`config.mk`:
```
export PLATFORM = sky130hd
export DESIGN_NAME = i2c_bit_sequencer
export DESIGN_NICKNAME = d
export VERILOG_FILES = /design/src/rtl/i2cseq_pkg.sv /design/src/rtl/i2cseq_sync.sv /design/src/rtl/i2cseq_timer.sv /design/src/rtl/i2cseq_wave.sv /design/src/rtl/i2c_bit_sequencer.sv
export SDC_FILE = /design/constraint.sdc
export NUM_CORES = 1
export LEC_CHECK = 0
export BUFFER_PORTS_ARGS = -buffer_cell sky130_fd_sc_hd__clkbuf_2
export CORE_ASPECT_RATIO = 0.6
export CORE_MARGIN = 1
export CORE_UTILIZATION = 55
export DETAILED_ROUTE_END_ITERATION = 8
export PLACE_DENSITY = 0.79
export SYNTH_ARGS = -nofsm -noshare
export SYNTH_HDL_FRONTEND = slang
export SYNTH_SLANG_ARGS = --single-unit
```
`constraint.sdc`:
```
create_clock -name clk -period 4.06 [get_ports clk]
set_input_delay 0.609 -clock clk [delete_from_list [all_inputs] [get_ports clk]]
set_output_delay 0.609 -clock clk [all_outputs]
set_load 0.005 [all_outputs]
```
`src/rtl/i2cseq_pkg.sv`:
```
package i2cseq_pkg;

  typedef enum logic [2:0] {
    OP_NONE  = 3'd0,
    OP_START = 3'd1,
    OP_STOP  = 3'd2,
    OP_WRITE = 3'd3,
    OP_READ  = 3'd4
  } op_e;

  // 1 = pull line low, 0 = release
  typedef struct packed {
    logic scl;
    logic sda;
  } pull_t;

  localparam int PHASE_W   = 2;
  localparam int LAST_PHASE = 3;

  function automatic logic op_known(input logic [2:0] code);
    return (code == OP_START) || (code == OP_STOP) ||
           (code == OP_WRITE) || (code == OP_READ);
  endfunction

endpackage

```
`src/rtl/i2cseq_sync.sv`:
```
module i2cseq_sync #(
  parameter int   STAGES    = 2,
  parameter logic RESET_VAL = 1'b1
) (
  input  logic clk,
  input  logic rst,
  input  logic d,
  output logic q
);
  logic [STAGES-1:0] chain;

  genvar i;
  generate
    for (i = 0; i < STAGES; i++) begin : g_stage
      always_ff @(posedge clk) begin
        if (rst) chain[i] <= RESET_VAL;
        else if (i == 0) chain[i] <= d;
        else chain[i] <= chain[(i == 0) ? 0 : i-1];
      end
    end
  endgenerate

  assign q = chain[STAGES-1];
endmodule

```
`src/rtl/i2cseq_timer.sv`:
```
module i2cseq_timer #(
  parameter int PRESC_W = 8
) (
  input  logic               clk,
  input  logic               rst,
  input  logic [PRESC_W-1:0] prescale,
  input  logic               load_first,
  input  logic               load_next,
  input  logic               long_phase,
  output logic               expire
);
  localparam int CNT_W = PRESC_W + 1;

  logic [PRESC_W-1:0] unit_q;
  logic [CNT_W-1:0]   cnt_q;

  always_ff @(posedge clk) begin
    if (rst) begin
      unit_q <= '0;
      cnt_q  <= '0;
    end else if (load_first) begin
      unit_q <= prescale;
      cnt_q  <= {1'b0, prescale};
    end else if (load_next) begin
      // doubled phase lasts 2*(unit+1) cycles: reload 2*unit+1
      cnt_q <= long_phase ? {unit_q, 1'b1} : {1'b0, unit_q};
    end else if (cnt_q != '0) begin
      cnt_q <= cnt_q - 1'b1;
    end
  end

  assign expire = (cnt_q == '0);
endmodule

```
`src/rtl/i2cseq_wave.sv`:
```
module i2cseq_wave
  import i2cseq_pkg::*;
(
  input  op_e                  op,
  input  logic [PHASE_W-1:0]   phase,
  input  logic                 wbit,
  input  pull_t                cur,
  output pull_t                nxt
);
  always_comb begin
    nxt = cur;
    case (op)
      OP_START: begin
        case (phase)
          2'd0:    nxt.sda = 1'b0;
          2'd1:    begin nxt.scl = 1'b0; nxt.sda = 1'b0; end
          2'd2:    begin nxt.scl = 1'b0; nxt.sda = 1'b1; end
          default: begin nxt.scl = 1'b1; nxt.sda = 1'b1; end
        endcase
      end
      OP_STOP: begin
        case (phase)
          2'd0:    nxt.scl = 1'b1;
          2'd1:    begin nxt.scl = 1'b1; nxt.sda = 1'b1; end
          2'd2:    begin nxt.scl = 1'b0; nxt.sda = 1'b1; end
          default: begin nxt.scl = 1'b0; nxt.sda = 1'b0; end
        endcase
      end
      OP_WRITE, OP_READ: begin
        nxt.sda = (op == OP_WRITE) ? ~wbit : 1'b0;
        case (phase)
          2'd0:    nxt.scl = cur.scl;
          2'd1:    nxt.scl = 1'b0;
          2'd2:    nxt.scl = 1'b0;
          default: nxt.scl = 1'b1;
        endcase
      end
      default: nxt = cur;
    endcase
  end
endmodule

```
`src/rtl/i2c_bit_sequencer.sv`:
```
module i2c_bit_sequencer
  import i2cseq_pkg::*;
#(
  parameter int PRESC_W = 8,
  parameter int SYNC_STAGES = 2
) (
  input  logic               clk,
  input  logic               rst,
  input  logic [PRESC_W-1:0] prescale,
  input  logic               cmd_valid,
  input  logic [2:0]         cmd,
  input  logic               cmd_bit,
  input  logic               sda_in,
  output logic               busy,
  output logic               done,
  output logic               rx_bit,
  output logic               scl_pull_low,
  output logic               sda_pull_low
);
  logic               busy_q, done_q, rx_q, bit_q;
  op_e                op_q;
  logic [PHASE_W-1:0] phase_q;
  pull_t              pull_q;

  logic               sda_sync;
  logic               accept, expire, step, last;
  op_e                wave_op;
  logic [PHASE_W-1:0] wave_phase;
  logic               wave_bit;
  pull_t              pull_nxt;

  i2cseq_sync #(.STAGES(SYNC_STAGES), .RESET_VAL(1'b1)) u_sda_sync (
    .clk (clk),
    .rst (rst),
    .d   (sda_in),
    .q   (sda_sync)
  );

  assign accept = !busy_q && cmd_valid && op_known(cmd);
  assign step   = busy_q && expire;
  assign last   = (phase_q == PHASE_W'(LAST_PHASE));

  i2cseq_timer #(.PRESC_W(PRESC_W)) u_timer (
    .clk        (clk),
    .rst        (rst),
    .prescale   (prescale),
    .load_first (accept),
    .load_next  (step && !last),
    .long_phase (phase_q == PHASE_W'(LAST_PHASE - 1)),
    .expire     (expire)
  );

  assign wave_op    = accept ? op_e'(cmd) : op_q;
  assign wave_phase = accept ? '0 : phase_q + 1'b1;
  assign wave_bit   = accept ? cmd_bit : bit_q;

  i2cseq_wave u_wave (
    .op    (wave_op),
    .phase (wave_phase),
    .wbit  (wave_bit),
    .cur   (pull_q),
    .nxt   (pull_nxt)
  );

  always_ff @(posedge clk) begin
    if (rst) begin
      busy_q  <= 1'b0;
      done_q  <= 1'b0;
      rx_q    <= 1'b0;
      bit_q   <= 1'b0;
      op_q    <= OP_NONE;
      phase_q <= '0;
      pull_q  <= '0;
    end else begin
      done_q <= 1'b0;
      if (accept) begin
        busy_q  <= 1'b1;
        op_q    <= op_e'(cmd);
        bit_q   <= cmd_bit;
        phase_q <= '0;
        pull_q  <= pull_nxt;
      end else if (step) begin
        if (op_q == OP_READ && phase_q == PHASE_W'(1))
          rx_q <= sda_sync;
        if (last) begin
          busy_q <= 1'b0;
          done_q <= 1'b1;
        end else begin
          phase_q <= phase_q + 1'b1;
          pull_q  <= pull_nxt;
        end
      end
    end
  end

  assign busy         = busy_q;
  assign done         = done_q;
  assign rx_bit       = rx_q;
  assign scl_pull_low = pull_q.scl;
  assign sda_pull_low = pull_q.sda;
endmodule

```
# After elaboration in Yosys (flattened, before gate mapping)
# Index checks and enable logic that the tools add are counted.
# W data, S select, Z words.
dict set report totals {
  regBits 30
  latch_bits 0
  mem_bits_rw 0
  rom_bits 0
  in_bits 16
  word_cells 80
  mem_count 0
}
dict set report op_classes {
  add_sub_neg 2
  mul 0
  div_mod_pow 0
  magnitude_cmp 0
  eq_ne 15
  n_shift 0
  muxes 20
  bitwise 4
  reduce_logical 26
}
# op count
set op_table {}
lappend op_table {{$mux W9} 3}
lappend op_table {{$eq A3 B2 Y1 const B} 4}
lappend op_table {{$eq A3 B3 Y1 const B} 3}
lappend op_table {{$logic_not A9 Y1} 1}
lappend op_table {{$reduce_bool A9 Y1} 1}
lappend op_table {{$sub A9 B1 Y9 const B} 1}
lappend op_table {{$mux W1} 8}
lappend op_table {{$mux W2} 4}
lappend op_table {{$mux W8} 1}
lappend op_table {{$reduce_or A2 Y1} 4}
lappend op_table {{$eq A2 B2 Y1 const B} 3}
lappend op_table {{$eq A3 B1 Y1 const B} 2}
lappend op_table {{$pmux W2 S3} 1}
lappend op_table {{$reduce_and A2 Y1} 3}
lappend op_table {{$reduce_bool A2 Y1} 3}
lappend op_table {{$logic_and A1 B1 Y1} 5}
lappend op_table {{$eq A2 B1 Y1 const B} 2}
lappend op_table {{$not A1 Y1} 4}
lappend op_table {{$pmux W1 S2} 2}
lappend op_table {{$logic_or A1 B1 Y1} 3}
lappend op_table {{$mux W3} 1}
lappend op_table {{$reduce_and A3 Y1} 1}
lappend op_table {{$reduce_bool A3 Y1} 1}
lappend op_table {{$reduce_or A3 Y1} 1}
lappend op_table {{other kinds (4)} 5}

# Logic depth before layout (Yosys ltp)
# Gate-level depths: netlist of the first run.
dict set report logic_depth {
  ltp_word 13
  depth_mapped 12
  depth_no_buf 9
}

# Modules after synthesis
# From an unflattened synthesis of the first run, not the netlist that was laid out.
dict set report hier_totals {
  hier_cells 208
  area_unflattened_um2 1783.0
}
# module n_inst cells_per_inst area_per_inst_um2 seq_area_each_um2
set by_module_without_submodules {}
lappend by_module_without_submodules {i2cseq_timer 1 109 920.9 340.3}
lappend by_module_without_submodules {i2c_bit_sequencer 1 74 658.1 220.2}
lappend by_module_without_submodules {i2cseq_wave 1 21 151.4 0.0}
lappend by_module_without_submodules {i2cseq_sync 1 4 52.6 40.0}

# Least setup slack after synthesis of the first run
# No wires, ideal clock.
dict set report synth_timing {
  path_kind {input to register}
  from {in cmd[2]}
  to {reg pull_q (netlist bit sda_pull_low)}
  setup_ps 123
  arrival_ps 2426
  required_ps 3937
  slack_ps 1511
  cell_stages 10
  cell_sequence {buf_2 > o21a_1 > or3_1 > buf_2 > buf_2 > nand2_1 > ha_1 > a211oi_1 > a2111oi_0 > mux2_1}
}
dict set report synth_via {
  elab_chain_len 13
  elab_cells_between_ends 32
}
# item line
set synth_rtl {}
lappend synth_rtl {{start, declared} i2c_bit_sequencer.sv:11} ;# input logic [2:0] cmd,
lappend synth_rtl {{$eq A3 B1 Y1 or $eq A3 B2 Y1 (tied branches)} i2cseq_pkg.sv:21} ;# return (code == OP_START) || (code == OP_STOP) ||
lappend synth_rtl {{$logic_or A1 B1 Y1 (2 in a row)} i2cseq_pkg.sv:21}
lappend synth_rtl {{$logic_or A1 B1 Y1} i2cseq_pkg.sv:22} ;# (code == OP_WRITE) || (code == OP_READ);
lappend synth_rtl {{$logic_and A1 B1 Y1} i2c_bit_sequencer.sv:39} ;# assign accept = !busy_q && cmd_valid && op_known(cmd);
lappend synth_rtl {{$mux W2} i2c_bit_sequencer.sv:54} ;# assign wave_phase = accept ? '0 : phase_q + 1'b1;
lappend synth_rtl {{$eq A2 B1 Y1, or another cell as far along} {i2cseq_wave.sv:14, i2cseq_wave.sv:22}}
lappend synth_rtl {{$reduce_or A2 Y1 (no source line)} -}
lappend synth_rtl {{$pmux W1 S2 or $mux W1 (tied branches)} {i2cseq_wave.sv:22, i2cseq_wave.sv:14}}
lappend synth_rtl {{$pmux W2 S3} i2cseq_wave.sv:12} ;# case (op)
lappend synth_rtl {{$mux W2} i2c_bit_sequencer.sv:85} ;# if (last) begin
lappend synth_rtl {{$mux W2} i2c_bit_sequencer.sv:82} ;# end else if (step) begin
lappend synth_rtl {{$mux W2} i2c_bit_sequencer.sv:76} ;# if (accept) begin
lappend synth_rtl {{end signal, assigned} i2c_bit_sequencer.sv:81} ;# pull_q <= pull_nxt;
lappend synth_rtl {{end signal, assigned} i2c_bit_sequencer.sv:90} ;# pull_q <= pull_nxt;
lappend synth_rtl {{end, declared} i2c_bit_sequencer.sv:23} ;# pull_t pull_q;
# Several ways; a longest one is shown, not always the timed one. The select of a mux whose other input is x is not followed.
# A chain may end at the register's enable or synchronous reset.

# Worst setup path in the final report of the first run
dict set report layout_timing {
  from {in cmd[0]}
  to {reg pull_q (netlist bit sda_pull_low)}
}
# The elaborated chain is that of the path after synthesis.

==> results of run 1 <==
[sequential cells by signal (all words and copies together), names as in the netlist, 2 cells and up]
| register | count |
|---|---|
| u_timer.unit_q | 8 |
| u_timer.cnt_q | 9 |
| op_q | 3 |
| phase_q | 2 |
[synthesized netlist by cell type, types with 4 or more instances]
cell	n
mux2_2	8
inv_1	8
a21oi_1	20
dfxtp_1	30
o211ai_1	8
clkbuf_1	5
ha_1	6
xnor2_1	7
nor2_1	7
nand2_1	28
nor3_1	9
o21ai_0	8
or2_2	4
[per-stage QoR]
step                area, µm²  cells
finish                   1930    259
global route             1930    259
CTS                      1930    259
detailed placement       1790    251
global placement         1790    251
floorplan                1670    198
[power breakdown]
part	internal [µW]	switching, µW
registers	342	53.5
clock network	262	118
logic	199	234
[kinds of logic after synthesis]
group           synth area share [%]
compound gates                  18.4
flops                           35.9
xor+xnor                        4.71
mux                             7.25
buf+inv                         4.48
fa+ha+maj                       4.48
simple gates                    24.8
[layout make-up]
class	count	share of cell area [%]
clock buffers	6	4.27
clock inverters	2	3.11
inverters	8	1.55
multi-input cells	150	51.7
flip-flops and latches	30	31.1
well taps	42	2.72
repair buffers	21	5.57
[cells in the final DEF, fill, tap and decap left out, types with 4 or more instances in the layout]
| master | netlist | final |
|---|---|---|
| a21oi_1 | 20 | 20 |
| xnor2_1 | 7 | 7 |
| o21ai_0 | 8 | 8 |
| clkbuf_2 | 0 | 20 |
| mux2_2 | 8 | 8 |
| inv_1 | 8 | 8 |
| nand2_1 | 28 | 28 |
| clkbuf_8 | 0 | 6 |
| ha_1 | 6 | 6 |
| dfxtp_1 | 30 | 30 |
| nor2_1 | 7 | 7 |
| nor3_1 | 9 | 9 |
| or2_2 | 4 | 4 |
| o211ai_1 | 8 | 8 |
[metal layers]
layer / wire length [µm] / part of all wire (%) / vias up / global-route usage, %
li1: - / - / 736 / -
met1: 1910 / 49 / 689 / 37.8
met2: 1540 / 40 / 63 / 38.3
met3: 336 / 8.7 / 8 / 7.14
met4: 78 / 2.0 / 0 / 14.1
met5: 0 / 0 / - / 0
[worst min-delay path by stage]
stage	startpoint	to	slack [ns]	cells past startpoint
floorplan	u_sda_sync.chain[0]	u_sda_sync.q	0.39	1
global placement	u_sda_sync.chain[0]	u_sda_sync.q	0.40	1
detailed placement	u_sda_sync.chain[0]	u_sda_sync.q	0.41	1
CTS	u_sda_sync.chain[0]	u_sda_sync.q	0.43	1
global route	u_sda_sync.chain[0]	u_sda_sync.q	0.45	1
finish	u_sda_sync.chain[0]	u_sda_sync.q	0.43	1
[critical path: cells and delay by family]
kind	cells	cell delay, ns
fa+ha+maj	1	0.34
buf+inv	1	0.13
compound gates	2	0.34
simple gates	3	1.02
mux	1	0.31
==> results by group, run 1 <==
Global route
  • First-pass GRT wire length: 6400 µm
  • Overall Global Routing Usage: 27.0%
  • Initial antenna violation count: 0
  • Vias in the first global route: 1351
  • Total grt overflow: 0
  • Largest net degree at the start of global routing: 27

Drt
  • Vias post-DR: 1496
  • Via density: roughly 5.8
  • Post-route ant nets: 0
  • Drt wl/cell: between 10 and 15 µm
  • Drt total wl: 3860 µm
  • 1st-iter DRT viols: about 110
  • Pre-antenna DRT Iters: 4
  • Detailed-route DRC error count: 0

Final layout
  • Number of inserted diodes: 0
  • Reg area: between 600 and 700 µm²
  • Area occupied by multi-input gates: roughly 1000 µm²
  • Nets@finish: roughly 240
  • Utilization after layout: between 60% and 70%
  • Area grow syn2layout: 15.4%
  • Fill count: around 250
  • Fraction of layout cells with a size suffix above 1: a little under a quarter

CTS
  • CTS tree: built
  • CTS Hold Bufs: 0
  • Clk buf depth: 2
  • CTS buffer count: 5
  • Post-CTS Repair Setup Buffers: 0
  • CTS Sinks: 30
  • Worst skew pair latency: between 0.2 and 0.3 ns
  • Max H-tree Level: 2
  • Post-CTS sizing: 0
  • CTS root buf: clkbuf_8
  • Reg clk slew, reported paths: 0.07 ns

Worst setup path
  • Crit-path cells: clkbuf_2, nor3_1, or3_1, nand2_1, ha_1, a211oi_1, a2111oi_0, mux2_1
  • Reg2reg start: busy
  • Critical path capture point: sda_pull_low
  • Reg2reg end: sda_pull_low
  • Worst path required time: 4.23 ns
  • CP Launch Type: input pin
  • R2r setup slk: approximately 1.5 ns
  • Largest stage delay, worst path: between 0.5 and 0.6 ns
  • Critical Path Source: cmd[0]
  • Critical path endpoint category: flip-flop
  • Crit-path max FO: 18
  • WS Path Type: in -> reg
  • Slowest-stage cell, CP: or3_1
  • CP Data Arrival Time: around 2.8 ns
  • Worst reg2reg path depth: 7

Power
  • Total power: ~1200 µW
  • Pwr Density: roughly 630 nW/µm²
  • Leak: between 0.0008 and 0.0009 µW
  • Peak VDD IR: around 350 µV

Min path
  • HP Class: reg -> reg

Floorplan
  • Initial Util: 57.9%
  • Die H: 44.7 µm
  • Io pins: 21
  • Die X-Extent: between 70 and 80 µm
  • Core Rows: 15
  • Total core area: around 2900 µm²
  • DIE AREA: 3280 µm²

Yosys
  • Synth Register Bits: 30
  • Main synth FF type: dfxtp_1
  • Async SR Flop Fraction: 0%
  • Ranking of synthesized cells by area: dfxtp_1 36%, nand2_1 6.3%, a21oi_1 6.0%, mux2_2 5.4%, ha_1 4.5%
  • Syn. warnings: 0
  • Post-synthesis sequential area ratio: around 36%
  • Mapped Avg Cell Area: between 8 and 9 µm²
  • Number of flops mapped to enable cells by yosys: 0
  • Synthesized instance count: ~200
  • Synth cell types: 42
  • Yosys top cell area share: a little over a third
  • Mapped Nets: 220
  • Post-Syn Area: roughly 1700 µm²
  • Area leader, netlist: dfxtp_1

STA
  • Fin. Hold Viols: 0
  • Final setup fails: 0
  • Setup tns final: 0 ns
  • Slew margin rel.: slightly below 60%
  • Fin Hold WS: 0.427 ns
  • Final worst setup slack: about 1.5 ns
  • Final worst path period share: between 60% and 70%
  • Minimum clock period: approximately 2.6 ns
  • Fmax achieved: between 300 and 400 MHz
  • Slew @ Worst Pin: roughly 0.63 ns
  • Clock Skews: around 0.0032 ns
  • RSZ-0062 raised after global routing: false
  • Final Max Slew Viols: 0

Run
  • Max-Cap Viols: 0

Placement
  • Pre-CTS setup slack: about 1.2 ns
  • Port Buffers: 20
  • DP HPWL: approximately 2800 µm
  • RePlAce Congestion: 0.909

Run status
  • Status: completed
(Power assumes the default switching activity.)
==> run 2, diff against run 1 <==
==> constraint.sdc (replaced) <==
create_clock -name clk -period 2.7 [get_ports clk]
set_input_delay 0.405 -clock clk [delete_from_list [all_inputs] [get_ports clk]]
set_output_delay 0.405 -clock clk [all_outputs]
set_load 0.005 [all_outputs]
==> results by group, run 2 (same netlist as run 1, synthesis figures left out) <==
Run status
  • Status: completed

STA
  • Slew @ Worst Pin: roughly 0.58 ns
  • Clock Skews: approximately 0.0049 ns
  • Final Max Slew Viols: 0
  • Minimum clock period: about 2.3 ns
  • Setup tns final: 0 ns
  • Fin. Hold Viols: 0
  • Final setup fails: 0
  • Final worst path period share: a little under nine tenths
  • RSZ-0062 raised after global routing: false
  • Slew margin rel.: between 60% and 70%
  • Fmax achieved: ~430 MHz

Final layout
  • Area grow syn2layout: 12.8%
  • Utilization after layout: approximately two thirds
  • Fraction of layout cells with a size suffix above 1: between 20% and 30%
  • Most common cell after layout, fill and taps aside: dfxtp_1
  • Most frequent cells in the layout: 30 x dfxtp_1, 28 x nand2_1, 20 x a21oi_1, 20 x clkbuf_2, 9 x nor3_1
  • Largest register FFs: 9
  • Top reg by flops: u_timer.cnt_q
  • Nets@finish: between 200 and 250
  • Biggest regs: u_timer.cnt_q: 9 flops, u_timer.unit_q: 8 flops, op_q: 3 flops
  • Number of inserted diodes: 0
  • Finished Cell Area: roughly 1900 µm²

Drt
  • Via density: between 5 and 6
  • Vias post-DR: ~1500
  • Post-route ant nets: 0
  • Drt total wl: ~3900 µm
  • 1st-iter DRT viols: 107
  • Pre-antenna DRT Iters: 4
  • Drt wl/cell: around 15 µm
  • Detailed-route DRC error count: 0

CTS
  • Post-CTS sizing: 0
  • CTS buffer count: 5
  • CTS Hold Bufs: 0
  • CTS Sinks: 30
  • Post-CTS Repair Setup Buffers: 0
  • Reg clk slew, reported paths: 0.06 ns
  • Max H-tree Level: 2
  • CTS tree: built
  • CTS root buf: clkbuf_8
  • Clk buf depth: 2
  • Worst skew pair latency: 0.28 ns

Global route
  • Total grt overflow: 0
  • Initial antenna violation count: 0
  • Overall Global Routing Usage: 26.2%
  • First-pass GRT wire length: 6290 µm
  • Vias in the first global route: 1324
  • Largest net degree at the start of global routing: 27

Power
  • Leak: 0.000789 µW
  • Peak VDD IR: around 500 µV
  • Pwr Density: 852 nW/µm²
  • Total power: around 1600 µW

Floorplan
  • Die H: approximately 45 µm
  • DIE AREA: 3280 µm²
  • Core Rows: 15
  • Io pins: 21
  • Die X-Extent: 73.2 µm
  • Total core area: between 2000 and 3000 µm²
  • Initial Util: a little under 60%

Worst setup path
  • Most frequent CP cell: nand2b_1
  • CP Launch Type: flip-flop
  • Slowest-stage cell, CP: or3_1
  • CP Data Arrival Time: 2.49 ns
  • Crit-path cells: nand2b_1, or3_1, nand2b_1, ha_1, a211oi_1, a2111oi_0, mux2_1
  • Worst path required time: around 2.9 ns
  • WS Path Type: reg -> reg
  • Crit-path max FO: 8
  • Largest stage delay, worst path: about 0.48 ns
  • Critical path endpoint category: flip-flop

Placement
  • Placed Area: 1800 µm²
  • DP HPWL: 2760 µm
  • RePlAce Congestion: around 0.9
  • Port Buffers: 20

Min path
  • HP Class: in -> reg

Run
  • Max-Cap Viols: 0
## run 2: cell count changes in the layout (fill, tap and decap cells not counted)
cell | previous run | this run
clkbuf_1 | 0 | 1
clkinv_2 | 0 | 1
buf_4 | 1 | 2
bufinv_16 | 2 | 0
## run 2: through the flow
stage          std cells  hold slack [ns]  setup WS (ns)
5_1_grt              260            0.300          0.266
4_1_cts              260            0.304          0.401
6_report             260            0.303          0.378
2_1_floorplan        198            0.389          0.355
3_3_place_gp         252            0.398          0.344
3_5_place_dp         252            0.418          0.251
## run 2: critical path, delay by kind of cell (launching register included)
family	cells	cell delay, ns
simple gates	3	0.92
fa+ha+maj	1	0.26
flops	1	0.40
mux	1	0.30
compound gates	2	0.32
## run 2: layout make-up
| type | count | area, µm² |
|---|---|---|
| Inverter | 8 | 30.0 |
| Timing Repair Buffer | 22 | 115 |
| Fill cell | 240 | 1000 |
| Tap cell | 42 | 52.6 |
| Clock inverter | 1 | 5.00 |
| Sequential cell | 30 | 601 |
| Multi-Input combinational cell | 150 | 998 |
| Clock buffer | 7 | 86.3 |
## run 2: power by group
part	switching [µW]	leakage (µW)	internal (µW)
Combinational	346	0.000496	301
Sequential	78.1	0.000246	515
Clock	162	0.0000482	205
Total	587	0.000789	1020
## run 2: path summary, 6_finish.rpt
| path | startpoint | endpoint | slack [ns] | cells past startpoint |
|---|---|---|---|---|
| worst max-delay path | busy | sda_pull_low | 0.38 | 7 |
| worst max register to register | busy | sda_pull_low | 0.38 | 7 |
| worst min-delay path | sda_in | u_sda_sync.chain[0] | 0.30 | 2 |
| worst min register to register | u_sda_sync.chain[0] | u_sda_sync.q | 0.43 | 1 |
## run 2: per-layer routing
layer	global-route usage, %	part of all wire [%]	up-vias
li1	-	-	739
met1	38.2	50	678
met3	8.04	9.0	7
met2	36.7	40	67
met4	8.24	0.74	0
met5	0	0	-
